## config.mk

```make
export PLATFORM = sky130hd
export DESIGN_NAME = log_gain_stage
export DESIGN_NICKNAME = d
export VERILOG_FILES = /design/src/rtl/lg_gain_pkg.sv /design/src/rtl/lg_rst_sync.sv /design/src/rtl/lg_mag_adjust.sv /design/src/rtl/lg_out_reg.sv /design/src/rtl/log_gain_stage.sv
export SDC_FILE = /design/constraint.sdc
export NUM_CORES = 1
export LEC_CHECK = 0
export BUFFER_PORTS_ARGS = -buffer_cell sky130_fd_sc_hd__buf_4
export CELL_PAD_IN_SITES_DETAIL_PLACEMENT = 0
export CELL_PAD_IN_SITES_GLOBAL_PLACEMENT = 1
export CORE_MARGIN = 3
export CORE_UTILIZATION = 30
export CTS_CLUSTER_SIZE = 10
export DETAILED_ROUTE_END_ITERATION = 8
export GPL_TIMING_DRIVEN = 0
export PLACE_DENSITY_LB_ADDON = 0.3
export REMOVE_ABC_BUFFERS = 1
export SYNTH_ARGS = -nofsm -noshare
export SYNTH_HDL_FRONTEND = slang
export SYNTH_SLANG_ARGS = --single-unit
```

## constraint.sdc

```tcl
create_clock -name clk -period 0.8 [get_ports clk]
set_input_delay 0.2 -clock clk [delete_from_list [all_inputs] [get_ports clk]]
set_output_delay 0.2 -clock clk [all_outputs]
set_load 0.1 [all_outputs]
```

## src/rtl/lg_gain_pkg.sv

```systemverilog
package lg_gain_pkg;

  typedef enum logic {
    LG_AMPLIFY = 1'b0,
    LG_ATTEN   = 1'b1
  } lg_mode_e;

  function automatic int lg_out_width(input int mag_w, input bit grow);
    return mag_w + (grow ? 1 : 0);
  endfunction

endpackage

```

## src/rtl/lg_rst_sync.sv

```systemverilog
module lg_rst_sync #(
  parameter int STAGES = 2
) (
  input  logic clk,
  input  logic rst_n,
  output logic rst_sync_n
);

  logic [STAGES-1:0] chain_q;
  logic [STAGES-1:0] chain_d;

  always_comb begin
    chain_d = {chain_q[STAGES-2:0], 1'b1};
  end

  always_ff @(posedge clk or negedge rst_n) begin
    if (!rst_n) begin
      chain_q <= '0;
    end else begin
      chain_q <= chain_d;
    end
  end

  assign rst_sync_n = chain_q[STAGES-1];

endmodule

```

## src/rtl/lg_mag_adjust.sv

```systemverilog
module lg_mag_adjust
  import lg_gain_pkg::*;
#(
  parameter int MAG_W  = 8,
  parameter int GAIN_W = 8,
  parameter bit GROW   = 1'b0,
  parameter int OUT_W  = MAG_W
) (
  input  logic [MAG_W-1:0]  mag,
  input  logic [GAIN_W-1:0] gain,
  input  lg_mode_e          mode,
  output logic [OUT_W-1:0]  result
);

  localparam int EXT_W = MAG_W + 1;

  logic [EXT_W-1:0] mag_x;
  logic [EXT_W-1:0] gain_x;
  logic [EXT_W-1:0] sum_x;
  logic [EXT_W-1:0] diff_x;
  logic [MAG_W-1:0] floor_mag;
  logic [OUT_W-1:0] add_res;

  always_comb begin
    mag_x  = {1'b0, mag};
    gain_x = EXT_W'(gain);
    sum_x  = mag_x + gain_x;
    diff_x = mag_x - gain_x;
    // Both operands are below 2^MAG_W, so a set top bit marks a borrow.
    floor_mag = diff_x[MAG_W] ? '0 : diff_x[MAG_W-1:0];
  end

  generate
    if (GROW) begin : g_widen
      always_comb begin
        add_res = OUT_W'(sum_x);
      end
    end else begin : g_clip
      always_comb begin
        add_res = sum_x[MAG_W] ? '1 : OUT_W'(sum_x[MAG_W-1:0]);
      end
    end
  endgenerate

  always_comb begin
    if (mode == LG_ATTEN) begin
      result = OUT_W'(floor_mag);
    end else begin
      result = add_res;
    end
  end

endmodule

```

## src/rtl/lg_out_reg.sv

```systemverilog
module lg_out_reg #(
  parameter int OUT_W = 8
) (
  input  logic             clk,
  input  logic             rst_n,
  input  logic             load,
  input  logic             d_sign,
  input  logic [OUT_W-1:0] d_mag,
  output logic             q_valid,
  output logic             q_sign,
  output logic [OUT_W-1:0] q_mag
);

  logic             valid_nxt;
  logic             sign_nxt;
  logic [OUT_W-1:0] mag_nxt;

  always_comb begin
    valid_nxt = load;
    sign_nxt  = q_sign;
    mag_nxt   = q_mag;
    if (load) begin
      sign_nxt = d_sign;
      mag_nxt  = d_mag;
    end
  end

  always_ff @(posedge clk or negedge rst_n) begin
    if (!rst_n) begin
      q_valid <= 1'b0;
      q_sign  <= 1'b0;
      q_mag   <= '0;
    end else begin
      q_valid <= valid_nxt;
      q_sign  <= sign_nxt;
      q_mag   <= mag_nxt;
    end
  end

endmodule

```

## src/rtl/log_gain_stage.sv

```systemverilog
module log_gain_stage
  import lg_gain_pkg::*;
#(
  parameter int MAG_W  = 8,
  parameter int GAIN_W = 8,
  parameter bit GROW   = 1'b0
) (
  input  logic                            clk,
  input  logic                            rst_n,
  input  logic                            in_valid,
  input  logic                            in_sign,
  input  logic [MAG_W-1:0]                in_mag,
  input  logic [GAIN_W-1:0]               gain,
  input  logic                            atten,
  output logic                            out_valid,
  output logic                            out_sign,
  output logic [MAG_W+(GROW ? 1 : 0)-1:0] out_mag
);

  localparam int OUT_W = lg_out_width(MAG_W, GROW);

  logic             rst_core_n;
  lg_mode_e         mode;
  logic [OUT_W-1:0] adj_mag;

  assign mode = lg_mode_e'(atten);

  lg_rst_sync #(
    .STAGES(2)
  ) rst_sync_i (
    .clk        (clk),
    .rst_n      (rst_n),
    .rst_sync_n (rst_core_n)
  );

  lg_mag_adjust #(
    .MAG_W  (MAG_W),
    .GAIN_W (GAIN_W),
    .GROW   (GROW),
    .OUT_W  (OUT_W)
  ) adjust_i (
    .mag    (in_mag),
    .gain   (gain),
    .mode   (mode),
    .result (adj_mag)
  );

  lg_out_reg #(
    .OUT_W(OUT_W)
  ) out_reg_i (
    .clk     (clk),
    .rst_n   (rst_core_n),
    .load    (in_valid),
    .d_sign  (in_sign),
    .d_mag   (adj_mag),
    .q_valid (out_valid),
    .q_sign  (out_sign),
    .q_mag   (out_mag)
  );

endmodule

```

* Word level (Yosys, flattened, before mapping) *
Index checks and enable logic that the tools add are counted.
Widths: inputs -> output; s select.

storage, ports and cells
  register bits after elaboration = 12
  bits of input ports = 21
  output and inout bits = 10

operators by class
  add/sub/neg operators = 2
  multiplexer cells = 3

operators by type and width
  kind         number
  $mux 8       3
  $add 8x8->9  1
  $sub 8x8->9  1

* Logic depth before layout (Yosys ltp) *
Gate-level depths: netlist of run 1.

  depth after elaboration = 3
  depth in mapped cells = 10

* Modules after synthesis *
A second synthesis of run 1 with hierarchy kept.

unflattened totals
  cells, all modules = 144
  area, all modules = 1,285.0 um^2

by module, submodules not included
  module         times used  cells an instance  area an instance (um^2)  seq. area each (um^2)
  lg_mag_adjust  1           121                834.6                    0.0
  lg_out_reg     1           20                 396.6                    250.2
  lg_rst_sync    1           3                  53.8                     50.0

* Least setup slack after synthesis of run 1 *
No wires, ideal clock.

  path type = input to register
  start point = in in_mag[0]
  end point = reg out_reg_i.q_mag[5]
  library setup time = 0.124 ns
  data arrival time = 1.872 ns
  required time = 0.676 ns
  slack = -1.196 ns
  stages = 8
  path buffers = 0
  path through = ha_1 > fa_1 > nor2b_1 > o311ai_1 > a21o_1 > a211oi_1 > a31o_1 > o31a_1

on the way
  word-level cells in the longest chain between the ends = 3
  elaborated cells between the ends (all ways) = 5
  those cells by class = add/sub (2); mux (3)

ends and longest elaborated chain
  what                                        line                                      text
  start: declaration                          log_gain_stage.sv:12                      input logic [MAG_W-1:0] in_mag,
  $add 8x8->9 or $sub 8x8->9 (tied branches)  lg_mag_adjust.sv:27, lg_mag_adjust.sv:28
  $mux 8, on equally long branches            lg_mag_adjust.sv:40, lg_mag_adjust.sv:30
  $mux 8 *                                    lg_mag_adjust.sv:46                       if (mode == LG_ATTEN) begin
  end signal: assignment                      lg_out_reg.sv:36                          q_mag <= mag_nxt;
  end: declaration                            lg_out_reg.sv:11                          output logic [OUT_W-1:0] q_mag

Every way passes the cells marked *; elsewhere a longest branch is shown, timed or not.
A chain may end at the register's enable or synchronous reset.

* Final worst setup path of run 1 *
  start point = in in_mag[1]
  end point = reg out_reg_i.q_mag[5]

Same word-level chain as after synthesis.

==> impl_metrics.ini, run 1 <==
[critical_path]
crit_start = in_mag[1]
path_max_fanout = 4
cp_slowest_stage_delay_ps = 340
r2r_slack_ps = -110
critPathLaunchType = input port
worst_path_most_repeated_cell = o31a_1
rr_endpoint = out_reg_i.q_mag[5]
r2r_cells = 2
arrival_ps = 2010
crit_required_ps = 920
path_cells = buf_12, ha_4, nor2b_4, o31a_1, o21a_1, or3_1, a31o_1, o31a_1
critPathBufInv = 1
r2r-start = out_reg_i.q_mag[5]
cpMaxStageDelayCell = or3_1
cp-end-kind = register
crit_type = input port to register
cpLargestDelayFamily = compound AO/OA/AOI/OAI gates

[status]
status = finished with violations
violations = setup timing

[drt]
vias = 1230
drt_pass1_iterations = 4
drc = 0
ant_nets = 0
wirelength_um = 3224
wire_per_inst_um = 13.21
vias_per_cell = 5.041
drt_iter0_markers = 35

[cts]
ctsHtreeMaxLevel = 1
cts_buffer_depth = 2
cts_sinks = 12
cts_tree = done
numCtsBuffers = 3
path_clk_slew_ps = 50
cts_root_buf = clkbuf_8
clk-insertion-delay-late_ps = 240

[sta]
finClkSkew_ps = 2.098
worst_slack_ps = -1088
timing.hold.ws_ps = 152.5
finalSetupTns_ps = -9902
hold_violations = 0
finalSetupViolCount = 18
rsz0062_at_grt = yes
period_needed_ps = 1888
slew_viol_final = 0
post-route-period-util = 2.360
max_freq_mhz = 529.6

[cells_and_area]
fin_cells = 244
diodes = 0
area_growth_pct = 62.54
final_cell_mix = 30 x buf_4, 17 x inv_1, 15 x nor2_1
postLayoutCoreUtil = 0.5231
design_area_um2 = 1987
nNetsFinal = 236
drive_gt1_frac = 0.3827
final_common_cell = buf_4

[global_routing]
grt_max_degree = 17
grt_pass1_wl_um = 5016
grt-ovfl-total = 0
grt_pass1_vias = 1113
grt_util_all_layers = 0.1269
antenna_found_initial = 0

[pwr]
p_leak_nw = 0.8982
peakVddDrop_v = 0.0006970
total_power_mw = 3.370
p_per_area_nw_per_um2 = 1696

[logic_synthesis]
synth_top_area_frac = 0.2456
yosysTopAreaCell = dfrtp_1
synth-seq-cells = 12
synth_area_um2 = 1222
synth_cells = 149
synth.area.top_cells = dfrtp_1 25%, ha_1 16%, inv_1 5.8%
syn_area_per_cell_um2 = 8.204
synth_warnings = 0
synth_cell_types = 41
yosysSeqAreaShare = 0.2456

[place]
pre_cts_slack_ps = -1561
portBuffers = 30
dp.cells = 223
finalWeightedCongestion = 0.8263
placed_area_um2 = 1490
hpwl_um = 2346

[job]
maxCapViolations = 0

[die]
die_w_um = 69.84
start_util = 0.3218
die_area_um2 = 4877
coreArea_um2 = 3799
rows = 22
ios = 31
die_h_um = 69.84

[worst_hold_path]
hp-class = register to async pin
## cell type report
type	count	area [um^2]
sequential	12	300.3
tap	48	60.06
fill	355	1812
multi-input combinational	114	975.9
timing repair buffer	47	519.2
inverter	19	76.32
clock buffer	4	55.05
## kinds of logic (layout without fill, tap and decap cells)
kind of cell,after synthesis,after routing,share of synthesized area
compound gates,47,47,0.2620
simple gates,42,42,0.1750
buf+inv,23,70,0.07268
fa+ha+maj,18,18,0.1965
flops,12,12,0.2457
xor+xnor,5,5,0.03582
other cells,1,1,0.003068
mux,1,1,0.009211
## cell usage after synthesis, drive strengths merged
master	n
or4	1
nor3b	2
o22ai	1
a21boi	1
a211oi	3
mux2	1
nand2	4
a211o	1
nand2b	7
o31a	2
ha	16
fa	2
nand3	1
a31oi	7
nor2	15
xnor2	5
dfrtp	12
a311oi	1
and2	1
o211ai	1
a221oi	1
a32oi	1
or3	1
o21bai	1
a21oi	10
inv	19
o21a	3
o21ba	1
nor4	1
clkbuf	2
conb	1
o311ai	1
a2bb2oi	2
a21o	4
o21ai	5
buf	2
nor3	3
a31o	1
nor2b	5
or2	1
## flip-flops by register name, indices dropped and copies added, names as in the netlist
name and flops:
out_reg_i.q_sign 1, out_reg_i.q_valid 1, rst_sync_i.chain_q 2, out_reg_i.q_mag 8
## where the power goes
group	switching (mW)	internal (mW)	leakage, nW
combinational	1.09	0.848	0.730
sequential	0.0879	0.689	0.139
clock	0.217	0.434	0.0288
total	1.40	1.97	0.898
## worst max-delay path by stage
stage,endpoint,slack [ps],cells after the start
2_1_floorplan,out_reg_i.q_mag[5],-1200,8
3_3_place_gp,out_reg_i.q_mag[5],-1550,9
3_5_place_dp,out_reg_i.q_mag[5],-1560,9
4_1_cts,out_reg_i.q_mag[5],-1070,9
5_1_grt,out_reg_i.q_mag[5],-1140,9
6_report,out_reg_i.q_mag[5],-1090,8
## layer usage
metal,global-route usage,up-vias,part of all wire
met4,0.04468,0,0.012
met3,0.01304,4,0.030
met1,0.1706,585,0.49
li1,-,616,-
met2,0.2099,25,0.47
met5,0,-,0
## worst reg2reg max path: stages (launching register included)
cell	delay, ps
dfrtp_1	400
or2_2	280
o31a_1	100
## what timing repair did
action                                 4_1_cts  5_1_grt
hold buffers                                 1        0
setup buffers                               11        5
gates resized for setup                     51       20
setup endpoints to repair                   18       18
pin swaps                                   12       18
endpoints found under the hold margin        2        0
No activity file was read; power rests on OpenSTA's default activity.
==> run 2: changes to the inputs <==
--- a/config.mk
+++ b/config.mk
@@ -8,12 +8,14 @@
 export BUFFER_PORTS_ARGS = -buffer_cell sky130_fd_sc_hd__buf_4
 export CELL_PAD_IN_SITES_DETAIL_PLACEMENT = 0
 export CELL_PAD_IN_SITES_GLOBAL_PLACEMENT = 1
-export CORE_MARGIN = 3
+export CORE_ASPECT_RATIO = 0.75
+export CORE_MARGIN = 8
 export CORE_UTILIZATION = 30
 export CTS_CLUSTER_SIZE = 10
 export DETAILED_ROUTE_END_ITERATION = 8
 export GPL_TIMING_DRIVEN = 0
 export PLACE_DENSITY_LB_ADDON = 0.3
+export RECOVER_POWER = 100
 export REMOVE_ABC_BUFFERS = 1
 export SYNTH_ARGS = -nofsm -noshare
 export SYNTH_HDL_FRONTEND = slang
==> run 2 against run 1 <==
- the run still ends with setup timing left
- cell count increased by 4.5%
- fmax decreased by 0.73%
- register-to-register slack about the same
- critical path depth increased by 1
- sequential share of layout area decreased by 0.45 points
- clock skew increased by 0.58 ps
- largest power group unchanged
- clock power about the same
- die area increased by 31%
- highest routed layer unchanged
- critical path type unchanged
==> impl_metrics.ini, run 2 (same netlist as run 1, synthesis figures left out) <==
[critical_path]
path_max_fanout = 4
crit_required_ps = 920
cp-end-kind = register
crit_type = input port to register
critPathLaunchType = input port
arrival_ps = 2030

[cells_and_area]
postLayoutCoreUtil = 0.5148
final_common_cell = buf_4
fillerInstances = 371
largest_reg_flops = 8
design_area_um2 = 2048
final_cell_mix = 32 x buf_4, 17 x inv_1, 15 x nor2_1
nNetsFinal = 240
area_growth_pct = 67.55
seq_area_um2 = 300.3
top_regs = out_reg_i.q_mag (8), rst_sync_i.chain_q (2)
drive_gt1_frac = 0.3850
multi_input_area_um2 = 998.5
diodes = 0
regMostFlops = out_reg_i.q_mag

[die]
die_h_um = 71.28
start_util = 0.3072
ios = 31
rows = 20
coreArea_um2 = 3979
die_area_um2 = 6395
die_w_um = 89.71

[sta]
timing.slew.headroom = 0.5801
period_needed_ps = 1902
max_freq_mhz = 525.8
finalSetupTns_ps = -10270
worst_slew_pin_slew_ps = 629.8
rsz0062_at_grt = yes
post-route-period-util = 2.377
finalSetupViolCount = 19
slew_viol_final = 0
finClkSkew_ps = 2.681
hold_violations = 0
worst_slack_ps = -1102

[global_routing]
antenna_found_initial = 0
grt_util_all_layers = 0.1035
grt_max_degree = 17
grt-ovfl-total = 0
grt_pass1_vias = 1231
grt_pass1_wl_um = 5637

[place]
placed_area_um2 = 1499
hpwl_um = 2566
portBuffers = 30
finalWeightedCongestion = 0.7660

[drt]
vias_per_cell = 4.843
drt_iter0_markers = 28
drc = 0
vias = 1235
wl_met3_um = 115
top_layer = met4
drt_pass1_iterations = 4
ant_nets = 0
wire_per_inst_um = 13.87
met1Wirelength_um = 1691
wl_met2_um = 1704
wirelength_um = 3538

[pwr]
p_leak_nw = 0.9147
p_per_area_nw_per_um2 = 1685
p_sw_frac = 0.4161
power_frac_seq = 0.226
p_clk_frac = 0.188
p_int_mw = 2.015
peakVddDrop_v = 0.001119
power_switching_mw = 1.436
total_power_mw = 3.451
power_frac_comb = 0.586

[cts]
clk-insertion-delay-late_ps = 240
cts_root_buf = clkbuf_8
ctsHtreeMaxLevel = 1
numCtsBuffers = 3
path_clk_slew_ps = 50
cts_sinks = 12
cts_tree = done
cts_buffer_depth = 2

[job]
maxCapViolations = 0

[status]
violations = setup timing
status = finished with violations

[worst_hold_path]
hp-class = register to async pin
==> run 2: cell types whose count changed in the layout (fill, tap and decap cells not counted), moves of 2 or more <==
cell	before	now
buf_4	30	32
buf_6	3	1
buf_8	2	4
clkbuf_1	0	2
inv_4	0	2
==> run 2: layer usage <==
layer,GRT usage,vias to the layer above
met2,0.1735,25
met3,0.02401,2
met1,0.1301,588
met4,0.02804,0
li1,-,620
met5,0,-
==> run 2: through the flow <==
step	setup slack, ps	hold slack, ps	std cells
floorplan	-1196	-95.59	145
global placement	-1548	-17.59	230
detailed placement	-1532	-15.95	230
CTS	-1072	175.2	243
global route	-1143	193.5	255
finish	-1102	157.4	255
==> run 2: final cells by class <==
class / instances / share of cell area
Timing Repair Buffer: 51 / 0.2682
Inverter: 19 / 0.03726
Sequential cell: 12 / 0.1466
Tap cell: 55 / 0.03360
Multi-Input combinational cell: 114 / 0.4875
Clock buffer: 4 / 0.02688
==> run 2: final timing paths <==
| check | cells after the start | endpoint | slack [ps] | from |
|---|---|---|---|---|
| setup / recovery | 9 | out_reg_i.q_mag[5] | -1100 | gain[1] |
| hold / removal | 0 | out_reg_i.q_mag[4] | 160 | rst_sync_i.chain_q[1] |
| setup reg to reg | 2 | out_reg_i.q_mag[5] | -110 | out_reg_i.q_mag[5] |
| hold reg to reg | 0 | out_reg_i.q_mag[4] | 160 | rst_sync_i.chain_q[1] |
| max in group asynchronous | 0 | out_reg_i.q_mag[6] | 360 | rst_sync_i.chain_q[1] |
| min in group clk | 2 | out_reg_i.q_sign | 200 | in_sign |
==> run 2: worst max-delay path: stages <==
cell	delay, ps
buf_8	110
inv_4	50
ha_4	190
nor2b_4	120
o31a_1	310
o21a_1	210
or3_1	340
a31o_1	230
o31a_1	270
==> run 2: repair_timing <==
| action | in CTS | in global routing |
|---|---|---|
| resized for setup | 55 | 16 |
| hold buffers | 1 | 0 |
| endpoints found under the setup margin | 18 | 18 |
| setup buffers | 8 | 12 |
| pin swaps | 17 | 12 |
| hold endpoints to repair | 2 | 0 |
==> run 2: power by group through the flow <==
stage | sequential [mW] | combinational, mW | clock, mW
6_report | 0.781 | 2.02 | 0.649
3_3_place_gp | 0.747 | 1.45 | 0
2_1_floorplan | 1.30 | 0.535 | 0
5_1_grt | 0.790 | 2.14 | 0.697
3_5_place_dp | 0.749 | 1.48 | 0
4_1_cts | 0.781 | 1.84 | 0.667
